[src/rtl/cvs_pkg.sv]
package cvs_pkg;
  typedef enum logic [1:0] {
    LC_PRIM  = 2'd0,
    LC_EXT   = 2'd1,
    LC_BLANK = 2'd2
  } line_cls_e;
endpackage

[src/rtl/cvs_line_sel.sv]
module cvs_line_sel #(
  parameter int DOTS         = 7,
  parameter int LINE_W       = 4,
  parameter int ROW_LINES    = 10,
  parameter int PRIM_LINES   = 8,
  parameter int NARROW_LINES = 2
) (
  input  logic [LINE_W-1:0] line_i,
  input  logic              wide_i,
  input  logic              gfx_en_i,
  input  logic              gfx_char_i,
  input  logic [DOTS-1:0]   prim_dots_i,
  input  logic [DOTS-1:0]   ext_dots_i,
  output logic [DOTS-1:0]   dots_o,
  output logic              dim_o
);
  import cvs_pkg::*;

  localparam logic [LINE_W-1:0] RowLim    = LINE_W'(ROW_LINES);
  localparam logic [LINE_W-1:0] PrimLim   = LINE_W'(PRIM_LINES);
  localparam logic [LINE_W-1:0] NarrowLim = LINE_W'(NARROW_LINES);

  line_cls_e cls;

  always_comb begin
    if (line_i >= RowLim)                     cls = LC_BLANK;
    else if (!wide_i && line_i >= NarrowLim)  cls = LC_BLANK;
    else if (line_i < PrimLim)                cls = LC_PRIM;
    else if (gfx_en_i)                        cls = LC_EXT;
    else                                      cls = LC_BLANK;
  end

  always_comb begin
    dots_o = '0;
    dim_o  = 1'b0;
    if (cls != LC_BLANK) begin
      if (gfx_char_i && !gfx_en_i) begin
        // graphics symbol without option: filled dim cell
        dots_o = '1;
        dim_o  = 1'b1;
      end else if (cls == LC_PRIM) begin
        dots_o = prim_dots_i;
      end else begin
        dots_o = ext_dots_i;
      end
    end
  end
endmodule

[src/rtl/cvs_shifter.sv]
module cvs_shifter #(
  parameter int DOTS = 7
) (
  input  logic            clk_i,
  input  logic            rst_ni,
  input  logic            load_i,
  input  logic            shift_i,
  input  logic [DOTS-1:0] dots_i,
  input  logic            dim_i,
  output logic            video_o,
  output logic            dim_o
);
  localparam int CNT_W = $clog2(DOTS + 1);
  localparam logic [CNT_W-1:0] Full = CNT_W'(DOTS);

  logic [DOTS-1:0]  sh_q;
  logic [CNT_W-1:0] cnt_q;
  logic             dim_q;

  always_ff @(posedge clk_i or negedge rst_ni) begin
    if (!rst_ni) begin
      sh_q  <= '0;
      cnt_q <= '0;
      dim_q <= 1'b0;
    end else if (load_i) begin
      sh_q  <= dots_i;
      cnt_q <= Full;
      dim_q <= dim_i;
    end else if (shift_i && cnt_q != '0) begin
      sh_q  <= {sh_q[DOTS-2:0], 1'b0};
      cnt_q <= cnt_q - 1'b1;
    end
  end

  assign video_o = (cnt_q != '0) && sh_q[DOTS-1];
  assign dim_o   = (cnt_q != '0) && dim_q;
endmodule

[src/rtl/cell_video_serializer.sv]
module cell_video_serializer #(
  parameter int DOTS         = 7,
  parameter int LINE_W       = 4,
  parameter int ROW_LINES    = 10,
  parameter int PRIM_LINES   = 8,
  parameter int NARROW_LINES = 2
) (
  input  logic              clk_i,
  input  logic              rst_ni,
  input  logic              load_i,
  input  logic              dot_en_i,
  input  logic [LINE_W-1:0] line_i,
  input  logic              wide_i,
  input  logic              gfx_en_i,
  input  logic              gfx_char_i,
  input  logic [DOTS-1:0]   prim_dots_i,
  input  logic [DOTS-1:0]   ext_dots_i,
  output logic              video_o,
  output logic              dim_o
);
  logic [DOTS-1:0] sel_dots;
  logic            sel_dim;

  cvs_line_sel #(
    .DOTS(DOTS), .LINE_W(LINE_W), .ROW_LINES(ROW_LINES),
    .PRIM_LINES(PRIM_LINES), .NARROW_LINES(NARROW_LINES)
  ) u_sel (
    .line_i      (line_i),
    .wide_i      (wide_i),
    .gfx_en_i    (gfx_en_i),
    .gfx_char_i  (gfx_char_i),
    .prim_dots_i (prim_dots_i),
    .ext_dots_i  (ext_dots_i),
    .dots_o      (sel_dots),
    .dim_o       (sel_dim)
  );

  cvs_shifter #(.DOTS(DOTS)) u_shift (
    .clk_i   (clk_i),
    .rst_ni  (rst_ni),
    .load_i  (load_i),
    .shift_i (dot_en_i),
    .dots_i  (sel_dots),
    .dim_i   (sel_dim),
    .video_o (video_o),
    .dim_o   (dim_o)
  );
endmodule

[config.mk]
export PLATFORM = sky130hd
export DESIGN_NAME = cell_video_serializer
export DESIGN_NICKNAME = d
export VERILOG_FILES = /design/src/rtl/cvs_pkg.sv /design/src/rtl/cvs_line_sel.sv /design/src/rtl/cvs_shifter.sv /design/src/rtl/cell_video_serializer.sv
export SDC_FILE = /design/constraint.sdc
export NUM_CORES = 1
export LEC_CHECK = 0
export ABC_AREA = 1
export BUFFER_PORTS_ARGS = -buffer_cell sky130_fd_sc_hd__buf_4
export CORE_ASPECT_RATIO = 0.7
export CORE_MARGIN = 4
export CORE_UTILIZATION = 40
export CTS_CLUSTER_DIAMETER = 40
export DETAILED_ROUTE_END_ITERATION = 7
export PLACE_DENSITY_LB_ADDON = 0.2
export SLEW_MARGIN = 20
export SYNTH_ARGS = -nofsm -noshare
export SYNTH_HDL_FRONTEND = slang
export SYNTH_SLANG_ARGS = --single-unit
[constraint.sdc]
create_clock -name clk_i -period 1.5 [get_ports clk_i]
set_clock_uncertainty 0.05 [all_clocks]
set_input_delay 0.3 -clock clk_i [delete_from_list [all_inputs] [get_ports clk_i]]
set_output_delay 0.3 -clock clk_i [all_outputs]
set_load 0.02 [all_outputs]
# Yosys cells after proc, flatten, opt, wreduce, memory -nomap -nowiden
# Cells that the tools add are included.
[op_classes]
add_sub_neg = 1
n_eq_ne = 1
reduce_logical = 10
magnitude_cmp = 3
muxes = 13
[op_table]
columns = ["op", "count"]
rows = [
  ["7-bit 2-to-1 mux", 5],
  ["2-bit 2-to-1 mux", 4],
  ["3-bit 2-to-1 mux", 2],
  ["1-bit logical AND", 5],
  ["4-bit by 2-bit >= comparator with 1-bit output, second input constant", 1],
  ["4-bit >= comparator, second input constant", 1],
  ["4-bit less-than comparator, second input constant", 1],
  ["3-bit nonzero test", 1],
  ["3-bit by 1-bit subtractor with 3-bit output, second input constant", 1],
  ["1-bit zero test", 2],
  ["2-bit zero test", 1],
  ["1-bit 2-to-1 mux", 2],
  ["2-bit inequality test, second input constant", 1],
  ["2-bit nonzero test", 1],
]
[word_totals]
input_bits = 25
output_inout_bits = 2
wordCells = 31
regBits = 11

# Longest topological paths before layout
[logic_depth]
ltp_word = 9
depth_mapped = 10
mapped_depth_nobuf = 10

# Hierarchy
# From an unflattened synthesis, not the netlist that was laid out.
[unflattened]
hier_cells = 136
area_unflattened_um2 = 860.8
[by_module_without_submodules]
columns = ["module", "instances", "cells_each", "seq_area_each_um2", "area_each_um2"]
rows = [
  ["cvs_shifter", 1, 79, 275.3, 609.3],
  ["cvs_line_sel", 1, 57, 0.0, 251.5],
]

# Least setup slack after synthesis
# Ideal clock, no wire load.
[synth_path]
path_type = "register to register"
startpoint = "register u_shift.cnt_q[0]"
endpoint = "register u_shift.sh_q[1]"
setup_time_ps = 123
n_path_buf = 0
required_time_ps = 1327
synth_period_minus_slack_ps = 1445
t_arrival_ps = 1272
stages_incl_launch_ff = 8
slack_ps = 55
cell_sequence = "dfrtp_1 inv_1 ha_1 ha_1 nor2_1 inv_1 o21ai_0 a21oi_1"
[synth_between]
elab_chain_cells = 3
[synth_lines]
columns = ["item", "line_no", "source"]
rows = [
  ["start: declaration", "cvs_shifter.sv:17", "logic [CNT_W-1:0] cnt_q;"],
  ["start signal: assignment", "cvs_shifter.sv:27", "cnt_q <= Full;"],
  ["start signal: assignment", "cvs_shifter.sv:31", "cnt_q <= cnt_q - 1'b1;"],
  ["3-bit nonzero test", "cvs_shifter.sv:29", "end else if (shift_i && cnt_q != '0) begin"],
  ["1-bit logical AND", "cvs_shifter.sv:29", ""],
  ["2-bit nonzero test (no line)", "--", ""],
  ["end signal: assignment", "cvs_shifter.sv:26", "sh_q <= dots_i;"],
  ["end signal: assignment", "cvs_shifter.sv:30", "sh_q <= {sh_q[DOTS-2:0], 1'b0};"],
  ["end: declaration", "cvs_shifter.sv:16", "logic [DOTS-1:0] sh_q;"],
]
# Every way passes these cells.
# A chain may end at the register's enable or synchronous reset.

# Worst setup path after layout
[layout_path]
startpoint = "register u_shift.cnt_q[1]"
endpoint = "output port dim_o"
[layout_between]
elab_chain_cells = 2
[layout_lines]
columns = ["item", "line_no", "source"]
rows = [
  ["3-bit nonzero test", "cvs_shifter.sv:36", "assign dim_o = (cnt_q != '0) && dim_q;"],
  ["1-bit logical AND", "cvs_shifter.sv:36", ""],
  ["end: declaration", "cell_video_serializer.sv:19", "output logic dim_o"],
]
# Every way passes these cells.

==> results.md <==
* Gr usage total at roughly 16%
* Worst Path Max Fanout at 2
* Total number of vias at roughly 800
* Boundary Pins at 27
* RD Place Congestion at between 0.7 and 0.8
* WP buf/inv at 3
* PwrDens at around 700 mW/mm²
* Longest Clk Path Bufs at 2
* Yosys reg bits at 11
* CP top delay family: adder cells
* Worst r2r src: u_shift.cnt_q[1]
* Maximum clock rate at 596.5 MHz
* Die span in y at 44.97 µm
* Die Wd at between 60 and 70 µm
* Max_cap viols at 0
* Crit. End Element: primary output
* Antenna Diode Count at 0
* Hold EP: u_shift.dim_q
* Largest cells by area after synthesis: dfrtp_1, nand2_1, inv_1
* Global route overflow at 0
* Fin. max-slew vios at 0
* Drt initial violations at 15
* Failing checks: negative setup slack
* Post-route ant nets at 0
* Critical Path AT at about 1.3 ns
* Measured slew at the worst slew-check pin at between 0.2 and 0.3 ns
* Place WS at -0.07641 ns
* Setup CP Type: reg -> out
* Initial core utilization at between 40% and 50%
* Worst R2R Path Depth at 7
* Worst slew margin at 83.04%
* Placed Cells at 169
* Crit path top cell by count: buf_6
* Initial antenna violation count at 0
* Worst VDD drop at 0.4828 mV
* Skew-Pair Late Insertion Delay at 0.27 ns
* Status: finished with violations
* Post-Syn Nets at 146
* Synth top area share at a little over a third
* Top cell type by total area after synthesis: dfrtp_1
* Synth Flop Type: dfrtp_1
* Row count at 13
* Synth top cells by count: nand2_1, inv_1, dfrtp_1
* Post-Layout Cell Count at between 150 and 200
* Number of synthesized flops with an enable pin at 0
* Highest-delay cell along the critical path: dfrtp_1
* Vias in the first global route at 783
* Clk sinks at 11
* Async SR Flop Fraction at 100.0%
* Net Sw Frac at 30.54%
* Drt drc at 0
* Crit-path max cell delay at 0.35 ns
* Reg2reg end: u_shift.sh_q[6]
* Internal Power at 0.0005368 W
* Hold path depth at 2
* CTS buffer count at 3
* P&R area growth vs syn at 41.35%
* Share of layout cells above drive strength 1 at between 30% and 40%
* P_sw at 0.0002360 W
* First-pass GRT wire length at 3167 µm
* CTS tree: done
* Clk pin slew, worst setup/hold paths at 0.07 ns
* # setup viols final at 6
* Mean post-synth cell area at approximately 6.6 µm²
* Setup ws final at -0.1764 ns
* Yosys Warn Count at 0
* Most numerous cell in the Yosys netlist: nand2_1
* Startpoint types: flip-flop
* R2R Setup Slk at -0.06 ns
* Detailed Place HPWL at 1500 µm
* Synth cell types at 14
* Port Buf Inserts at 25
* Comb pwr share at 29.3%
* Critical Path, Cell by Cell: inv_1, ha_2, ha_4, buf_6, nor2_4, buf_6
* Hold Startpoint: load_i
* Final min period at between 1.5 and 2 ns
* RSZ-0062 raised after global routing: yes
* CP required at 1.15 ns
* Final period util at 111.8%
* Final wirelength at 1835 µm
* Final hold violation count at 0
* Hold/Removal Path Class: in -> reg
* Root buffer cell: clkbuf_4
* Synth Instances at between 100 and 150
* Via density at approximately 4.6
* Clock power frac at between 20% and 30%
* Routed len/inst at between 10 and 15 µm
* Reg power frac at ~44%
* H-tree level count at 1
* Core area at 0.001854 mm²
* Post-synthesis sequential area ratio at 35.26%
* Post-layout nets at approximately 180
* # fillers at 179
* Die ar. at 0.002734 mm²
* Static Leak at 0.6327 nW
* Drt first pass iters at 4
* Post-Syn Area at ~800 µm²
* Largest net degree at the start of global routing at 12
## metal layers
metal | track usage (%) | up-vias | part of all wire, %
met5 | 0 | - | 0
met4 | 1.299 | 0 | 0
met3 | 5.429 | 0 | 4.8
met2 | 26.65 | 12 | 47
met1 | 19.89 | 359 | 48
li1 | - | 428 | -
## per-stage QoR
stage	utilization (%)	hold slack, ns	area, µm²	TNS, ns	total power [W]
detailed placement	54.93	0.09421	1018	-0.2242	0.0005557
CTS	59.51	0.2348	1104	-0.4920	0.0007796
global placement	54.93	0.09221	1018	0	0.0005473
floorplan	-	-0.04559	780.7	0	0.0004584
finish	59.51	0.2441	1104	-0.4487	0.0007728
global route	59.51	0.2444	1104	-1.207	0.0008312
## final cells by class
type / count / area [µm²] / share of cell area, %
Tap cell: 22 / 27.53 / 2.494
Clock buffer: 4 / 26.28 / 2.381
Sequential cell: 11 / 275.3 / 24.94
Multi-Input combinational cell: 83 / 441.7 / 40.02
Timing Repair Buffer: 30 / 239.0 / 21.66
Inverter: 25 / 93.84 / 8.503
## layout by cell type (no fill, tap or decap)
cell	synthesis	layout
buf_4	0	26
nand2_2	1	1
dlygate4sd3_1	0	1
nand3_1	9	9
a21oi_1	6	6
o21bai_4	1	1
o21ai_0	6	6
clkbuf_4	0	3
ha_4	0	1
buf_6	0	3
dfrtp_1	11	11
inv_1	22	22
inv_2	3	3
ha_2	0	1
nor2_4	2	4
nor2_2	4	4
nand3_4	1	1
nor2_1	6	4
clkbuf_1	0	1
nand2_1	45	45
## flip-flops by register name (all words and copies together), names as in the netlist
name	count
u_shift.sh_q	7
u_shift.cnt_q	3
u_shift.dim_q	1
## power groups by stage
stage / Combinational, W / Sequential (W) / Clock [W]
after CTS: 0.000229 / 0.000340 / 0.000211
after global placement: 0.000202 / 0.000345 / 0
after floorplan: 0.000116 / 0.000342 / 0
after detailed placement: 0.000211 / 0.000345 / 0
after global routing: 0.000258 / 0.000344 / 0.000229
final: 0.000226 / 0.000340 / 0.000207
## worst max-delay path by stage
stage,startpoint,endpoint,depth (start not counted)
finish,u_shift.cnt_q[1],dim_o,6
detailed placement,u_shift.cnt_q[0],u_shift.sh_q[6],7
floorplan,u_shift.cnt_q[0],u_shift.sh_q[1],7
global placement,u_shift.cnt_q[0],u_shift.sh_q[1],7
global route,u_shift.cnt_q[1],dim_o,6
CTS,u_shift.cnt_q[1],dim_o,6
## kinds of logic after synthesis
group           synth area share (%)
fa+ha+maj                      3.205
flops                          35.26
compound gates                 10.10
buf+inv                        12.02
simple gates                   39.42
## what timing repair did
| action | 4_1_cts | 5_1_grt |
|---|---|---|
| hold buffers | 1 | 0 |
| endpoints found under the setup margin | 8 | 10 |
| hold endpoints to repair | 11 | 0 |
| resized for setup | 10 | 0 |
| setup buffers | 1 | 0 |
| pin swaps | 5 | 2 |
No activity file was read; power rests on OpenSTA's default activity.
